==> src/rtl/redir_pkg.sv <==
package redir_pkg;
  typedef enum logic [1:0] {
    SPC_MEM = 2'd0,
    SPC_INT = 2'd1,
    SPC_EXT = 2'd2
  } space_e;

  localparam int NUM_SPACES = 3;
endpackage

==> src/rtl/redir_rst_sync.sv <==
module redir_rst_sync #(
  parameter int STAGES = 2
) (
  input  logic clk,
  input  logic rst_n,
  output logic rst_sync_n
);
  logic [STAGES-1:0] sync_q;
  logic [STAGES-1:0] sync_d;

  always_comb begin
    sync_d = {sync_q[STAGES-2:0], 1'b1};
  end

  always_ff @(posedge clk or negedge rst_n) begin
    if (!rst_n) sync_q <= '0;
    else        sync_q <= sync_d;
  end

  assign rst_sync_n = sync_q[STAGES-1];
endmodule

==> src/rtl/redir_prefix_latch.sv <==
module redir_prefix_latch
  import redir_pkg::*;
(
  input  logic   clk,
  input  logic   rst_n,
  input  logic   pfx_int,
  input  logic   pfx_ext,
  input  logic   insn_end,
  output space_e space_o
);
  space_e space_q;
  space_e space_d;
  logic   space_en;

  // A prefix outranks the boundary; external outranks internal on a tie.
  always_comb begin
    space_en = pfx_int | pfx_ext | insn_end;
    if (pfx_ext)      space_d = SPC_EXT;
    else if (pfx_int) space_d = SPC_INT;
    else              space_d = SPC_MEM;
  end

  always_ff @(posedge clk or negedge rst_n) begin
    if (!rst_n)        space_q <= SPC_MEM;
    else if (space_en) space_q <= space_d;
  end

  assign space_o = space_q;
endmodule

==> src/rtl/redir_priv_guard.sv <==
module redir_priv_guard (
  input  logic clk,
  input  logic rst_n,
  input  logic int_wr,
  input  logic insn_end,
  output logic hold_o
);
  logic hold_q;
  logic hold_d;

  always_comb begin
    if (insn_end)    hold_d = 1'b0;
    else if (int_wr) hold_d = 1'b1;
    else             hold_d = hold_q;
  end

  always_ff @(posedge clk or negedge rst_n) begin
    if (!rst_n) hold_q <= 1'b0;
    else        hold_q <= hold_d;
  end

  // The current write itself must already block the boundary it shares.
  assign hold_o = hold_q | int_wr;
endmodule

==> src/rtl/redir_strobe_gen.sv <==
module redir_strobe_gen
  import redir_pkg::*;
#(
  parameter int ADDR_W = 16,
  parameter int DATA_W = 8
) (
  input  logic                  clk,
  input  logic                  rst_n,
  input  logic                  req_valid,
  input  logic                  req_we,
  input  logic [ADDR_W-1:0]     req_addr,
  input  logic [DATA_W-1:0]     req_wdata,
  input  space_e                space_i,
  output logic [NUM_SPACES-1:0] rd_o,
  output logic [NUM_SPACES-1:0] wr_o,
  output logic [ADDR_W-1:0]     addr_o,
  output logic [DATA_W-1:0]     wdata_o
);
  logic [NUM_SPACES-1:0] rd_d, rd_q;
  logic [NUM_SPACES-1:0] wr_d, wr_q;
  logic [ADDR_W-1:0]     addr_q;
  logic [DATA_W-1:0]     wdata_q;

  for (genvar s = 0; s < NUM_SPACES; s++) begin : g_space
    logic hit;
    always_comb begin
      hit     = req_valid && (space_i == space_e'(s));
      rd_d[s] = hit && !req_we;
      wr_d[s] = hit &&  req_we;
    end
  end

  always_ff @(posedge clk or negedge rst_n) begin
    if (!rst_n) begin
      rd_q <= '0;
      wr_q <= '0;
    end else begin
      rd_q <= rd_d;
      wr_q <= wr_d;
    end
  end

  always_ff @(posedge clk or negedge rst_n) begin
    if (!rst_n) begin
      addr_q  <= '0;
      wdata_q <= '0;
    end else if (req_valid) begin
      addr_q  <= req_addr;
      wdata_q <= req_wdata;
    end
  end

  assign rd_o    = rd_q;
  assign wr_o    = wr_q;
  assign addr_o  = addr_q;
  assign wdata_o = wdata_q;
endmodule

==> src/rtl/io_space_redirector.sv <==
module io_space_redirector
  import redir_pkg::*;
#(
  parameter int ADDR_W = 16,
  parameter int DATA_W = 8
) (
  input  logic              clk,
  input  logic              rst_n,
  input  logic              pfx_int_i,
  input  logic              pfx_ext_i,
  input  logic              insn_end_i,
  input  logic              req_valid_i,
  input  logic              req_we_i,
  input  logic [ADDR_W-1:0] req_addr_i,
  input  logic [DATA_W-1:0] req_wdata_i,
  output logic              mem_rd_o,
  output logic              mem_wr_o,
  output logic              ioi_rd_o,
  output logic              ioi_wr_o,
  output logic              ioe_rd_o,
  output logic              ioe_wr_o,
  output logic [ADDR_W-1:0] bus_addr_o,
  output logic [DATA_W-1:0] bus_wdata_o,
  output logic              irq_hold_o
);
  logic                  rst_sync_n;
  space_e                space_cur;
  logic                  int_wr;
  logic [NUM_SPACES-1:0] rd_vec;
  logic [NUM_SPACES-1:0] wr_vec;

  redir_rst_sync #(.STAGES(2)) u_rst (
    .clk        (clk),
    .rst_n      (rst_n),
    .rst_sync_n (rst_sync_n)
  );

  redir_prefix_latch u_latch (
    .clk      (clk),
    .rst_n    (rst_sync_n),
    .pfx_int  (pfx_int_i),
    .pfx_ext  (pfx_ext_i),
    .insn_end (insn_end_i),
    .space_o  (space_cur)
  );

  assign int_wr = req_valid_i && req_we_i && (space_cur == SPC_INT);

  redir_priv_guard u_guard (
    .clk      (clk),
    .rst_n    (rst_sync_n),
    .int_wr   (int_wr),
    .insn_end (insn_end_i),
    .hold_o   (irq_hold_o)
  );

  redir_strobe_gen #(.ADDR_W(ADDR_W), .DATA_W(DATA_W)) u_strobe (
    .clk       (clk),
    .rst_n     (rst_sync_n),
    .req_valid (req_valid_i),
    .req_we    (req_we_i),
    .req_addr  (req_addr_i),
    .req_wdata (req_wdata_i),
    .space_i   (space_cur),
    .rd_o      (rd_vec),
    .wr_o      (wr_vec),
    .addr_o    (bus_addr_o),
    .wdata_o   (bus_wdata_o)
  );

  assign mem_rd_o = rd_vec[SPC_MEM];
  assign mem_wr_o = wr_vec[SPC_MEM];
  assign ioi_rd_o = rd_vec[SPC_INT];
  assign ioi_wr_o = wr_vec[SPC_INT];
  assign ioe_rd_o = rd_vec[SPC_EXT];
  assign ioe_wr_o = wr_vec[SPC_EXT];
endmodule

==> config.mk <==
export PLATFORM = sky130hd
export DESIGN_NAME = io_space_redirector
export DESIGN_NICKNAME = d
export VERILOG_FILES = /design/src/rtl/redir_pkg.sv /design/src/rtl/redir_rst_sync.sv /design/src/rtl/redir_prefix_latch.sv /design/src/rtl/redir_priv_guard.sv /design/src/rtl/redir_strobe_gen.sv /design/src/rtl/io_space_redirector.sv
export SDC_FILE = /design/constraint.sdc
export NUM_CORES = 1
export LEC_CHECK = 0
export ABC_AREA = 1
export BUFFER_PORTS_ARGS = -buffer_cell sky130_fd_sc_hd__buf_2
export CORE_MARGIN = 4
export CORE_UTILIZATION = 41
export CTS_CLUSTER_SIZE = 40
export DETAILED_ROUTE_END_ITERATION = 8
export GPL_TIMING_DRIVEN = 0
export PLACE_DENSITY = 0.74
export SLEW_MARGIN = 10
export SYNTH_ARGS = -nofsm -noshare
export SYNTH_HDL_FRONTEND = slang
export SYNTH_SLANG_ARGS = --single-unit
==> constraint.sdc <==
create_clock -name clk -period 1.09 [get_ports clk]
set_input_delay 0.1635 -clock clk [delete_from_list [all_inputs] [get_ports clk]]
set_output_delay 0.1635 -clock clk [all_outputs]
set_load 0.01 [all_outputs]
==> results.cfg <==
[finish]
finalInstanceArea_um2 = 1840
seq_area_um2 = 877
n_fill_cell = 283
nets = 243
antennaDiodeCount = 0
multi_input_area_um2 = 300
area_growth_syn_to_layout_pct = 36.5
layout-drive-gt1-share_pct = 39.4

[clock_network]
clk_latency_ns = 0.32
htreeDepth = 2
root_buffer = clkbuf_4
cts_buffer_depth = 2
tritoncts = yes
path_clk_slew_ns = 0.09
cts_made_buffers = 5
cts_sinks = 35

[timing]
min_period_over_period_pct = 116
rsz0062_at_grt = true
setup_tns_ns = -0.178
holdWs_ns = 0.0458
tightest_slew_ns = 0.693
fmax_mhz = 789
report.final.slew_viol_count = 0
maxSlewHeadroom_pct = 53.8
hold_viol = 0
skew_ns = 0.00233
period_needed_ns = 1.27
setup_ws_ns = -0.178
setup_viol = 1

[floorplanning]
dieArea_um2 = 4270
start_util_pct = 43.5
die_w_um = 65.4
core_um2 = 3100
io_pins = 62
chipHeight_um = 65.4
std_cell_rows = 20

[routing]
viasPerCell = 4.23
detail-route-antenna-nets = 0
post_drt_wl_per_cell_um = 10.9
wl_met1_mm = 1.18
routed_wl_mm = 2.80
drt-pass1-iter-count = 4
drcViolationCount = 0
vias = 1087
routed.top_layer = met4
wl_met2_mm = 1.39
drt_iter0_drc = 50
wl_met3_um = 182

[worst_setup_path]
cp-start-kind = register
critical_path_arrival_ns = 1.10
critPathBufInv = 1
worst_path_largest_cell_delay_ns = 0.42
path_cells = nor2_4, nand2_2, nand2_1, buf_2
cp_top_family = flip-flops
crit_fanout = 2
cpMaxStageDelayCell = dfrtp_1
crit_path_end_kind = output port
critPathKind = reg2out
cp_data_required_time_ns = 0.93

[placed_design]
place_area_um2 = 1710
place_hpwl_mm = 2.05
gp_congestion = 0.721
portBuffers = 60

[status]
violations = negative setup slack
status = finished with violations

[synth]
syn_area_um2 = 1350
syn_nets = 169
netlist_instances = 138
synthDistinctLibCells = 14
yosysWarnings = 0
syn-mean-instance-area_um2 = 9.77
yosysSeqAreaShare_pct = 64.9
synth_seq_cells = 35

[grt]
grt_pass1_wl_mm = 4.74
grt_usage_pct = 14.8
grt_max_degree = 34
grt_pass1_vias = 1100
grt_overflow = 0
antenna_found_initial = 0

[pwr]
power_w = 0.00260
p_leak_nw = 1.06
ir_worst_vdd_uv = 858
powerDensity_nw_per_um2 = 1410

[flow_run]
cap_violations = 0

[worst_hold_path]
holdCritPathClass = in2reg
path summary, 6_finish.rpt:
kind	to	depth (start not counted)	slack, ns	from
max	irq_hold_o	4	-0.18	u_latch.space_o[1]
min	u_strobe.addr_o[9]	3	0.05	req_addr_i[9]
max reg2reg	u_strobe.rd_o[0]	5	0.11	u_latch.space_o[0]
min reg2reg	u_strobe.addr_o[1]	0	0.32	u_rst.sync_q[1]
max in group asynchronous	u_strobe.addr_o[12]	0	0.33	u_rst.sync_q[1]
min in group asynchronous	u_rst.sync_q[1]	2	0.15	rst_n
state kept, by name, indices dropped and copies added (netlist names):
signal	cells
u_strobe.wdata_o	8
u_rst.sync_q	2
u_strobe.rd_o	3
u_strobe.addr_o	16
u_guard.hold_q	1
u_latch.space_o	2
u_strobe.wr_o	3
cell usage after synthesis:
master	count	area, µm²
inv_2	1	3.75
buf_4	1	7.51
a21oi_1	1	5.00
nand2_1	29	109
a21oi_2	1	8.76
conb_1	1	3.75
buf_6	5	56.3
nand2_2	1	6.26
dfrtp_1	35	876
nor2_1	7	26.3
o21ai_1	24	120
nand3_1	1	5.00
a31o_2	1	8.76
inv_1	30	113
cells by family (layout without fill, tap and decap cells):
logic type | Yosys count | after routing | synth area share [%]
flip-flops | 35 | 35 | 64.9
buffers and inverters | 37 | 112 | 13.4
AO/OA/AOI/OAI | 27 | 27 | 10.6
AND/OR/NAND/NOR | 38 | 38 | 10.9
other | 1 | 1 | 0.278
what timing repair did:
item,CTS,global route
resized for setup,3,0
setup buffers,2,2
cloned,0,0
pin swaps,2,3
endpoints found under the hold margin,4,0
endpoints found under the setup margin,1,1
hold buffers,3,0
routing by layer:
layer	vias up	track usage, %
li1	554	-
met5	-	0
met4	0	6.99
met3	5	3.59
met2	35	25.4
met1	493	17.2
layout make-up:
| type | instances | area share, % |
|---|---|---|
| multi-input cells | 66 | 16.3 |
| flip-flops and latches | 35 | 47.6 |
| clock buffers | 8 | 3.74 |
| repair buffers | 67 | 19.6 |
| plain buffers | 6 | 3.46 |
| inverters | 31 | 6.32 |
| well taps | 44 | 2.99 |
cells in the final DEF, fill, tap and decap left out, types with 2 or more instances in the layout:
| cell type | instances |
|---|---|
| buf_6 | 5 |
| nand2_1 | 29 |
| buf_4 | 5 |
| inv_2 | 2 |
| buf_2 | 60 |
| inv_1 | 29 |
| dlygate4sd3_1 | 3 |
| clkbuf_8 | 2 |
| nor2_1 | 6 |
| clkbuf_4 | 5 |
| dfrtp_1 | 34 |
| o21ai_1 | 24 |
report_power, final:
group          switching (W)  internal (W)
clock network       0.000381      0.000379
logic               0.000201      0.000184
registers          0.0000643       0.00139
total               0.000645       0.00196
worst reg2reg max path, cell delays in order, from the launching register on:
cell and delay [ns]:
dfrtp_1 0.40, buf_4 0.14, buf_4 0.13, nor2_1 0.10
nand2_1 0.07, nor2_1 0.09
metrics by stage:
stage | instances | setup slack [ns] | utilization [%]
after floorplan | 138 | 0.0443 | -
after global placement | 242 | -0.288 | 54.9
after detailed placement | 242 | 0.101 | 55.0
after CTS | 255 | -0.206 | 58.9
after global routing | 257 | -0.270 | 59.4
final | 257 | -0.178 | 59.4
Power figures use the tool's default switching activity.
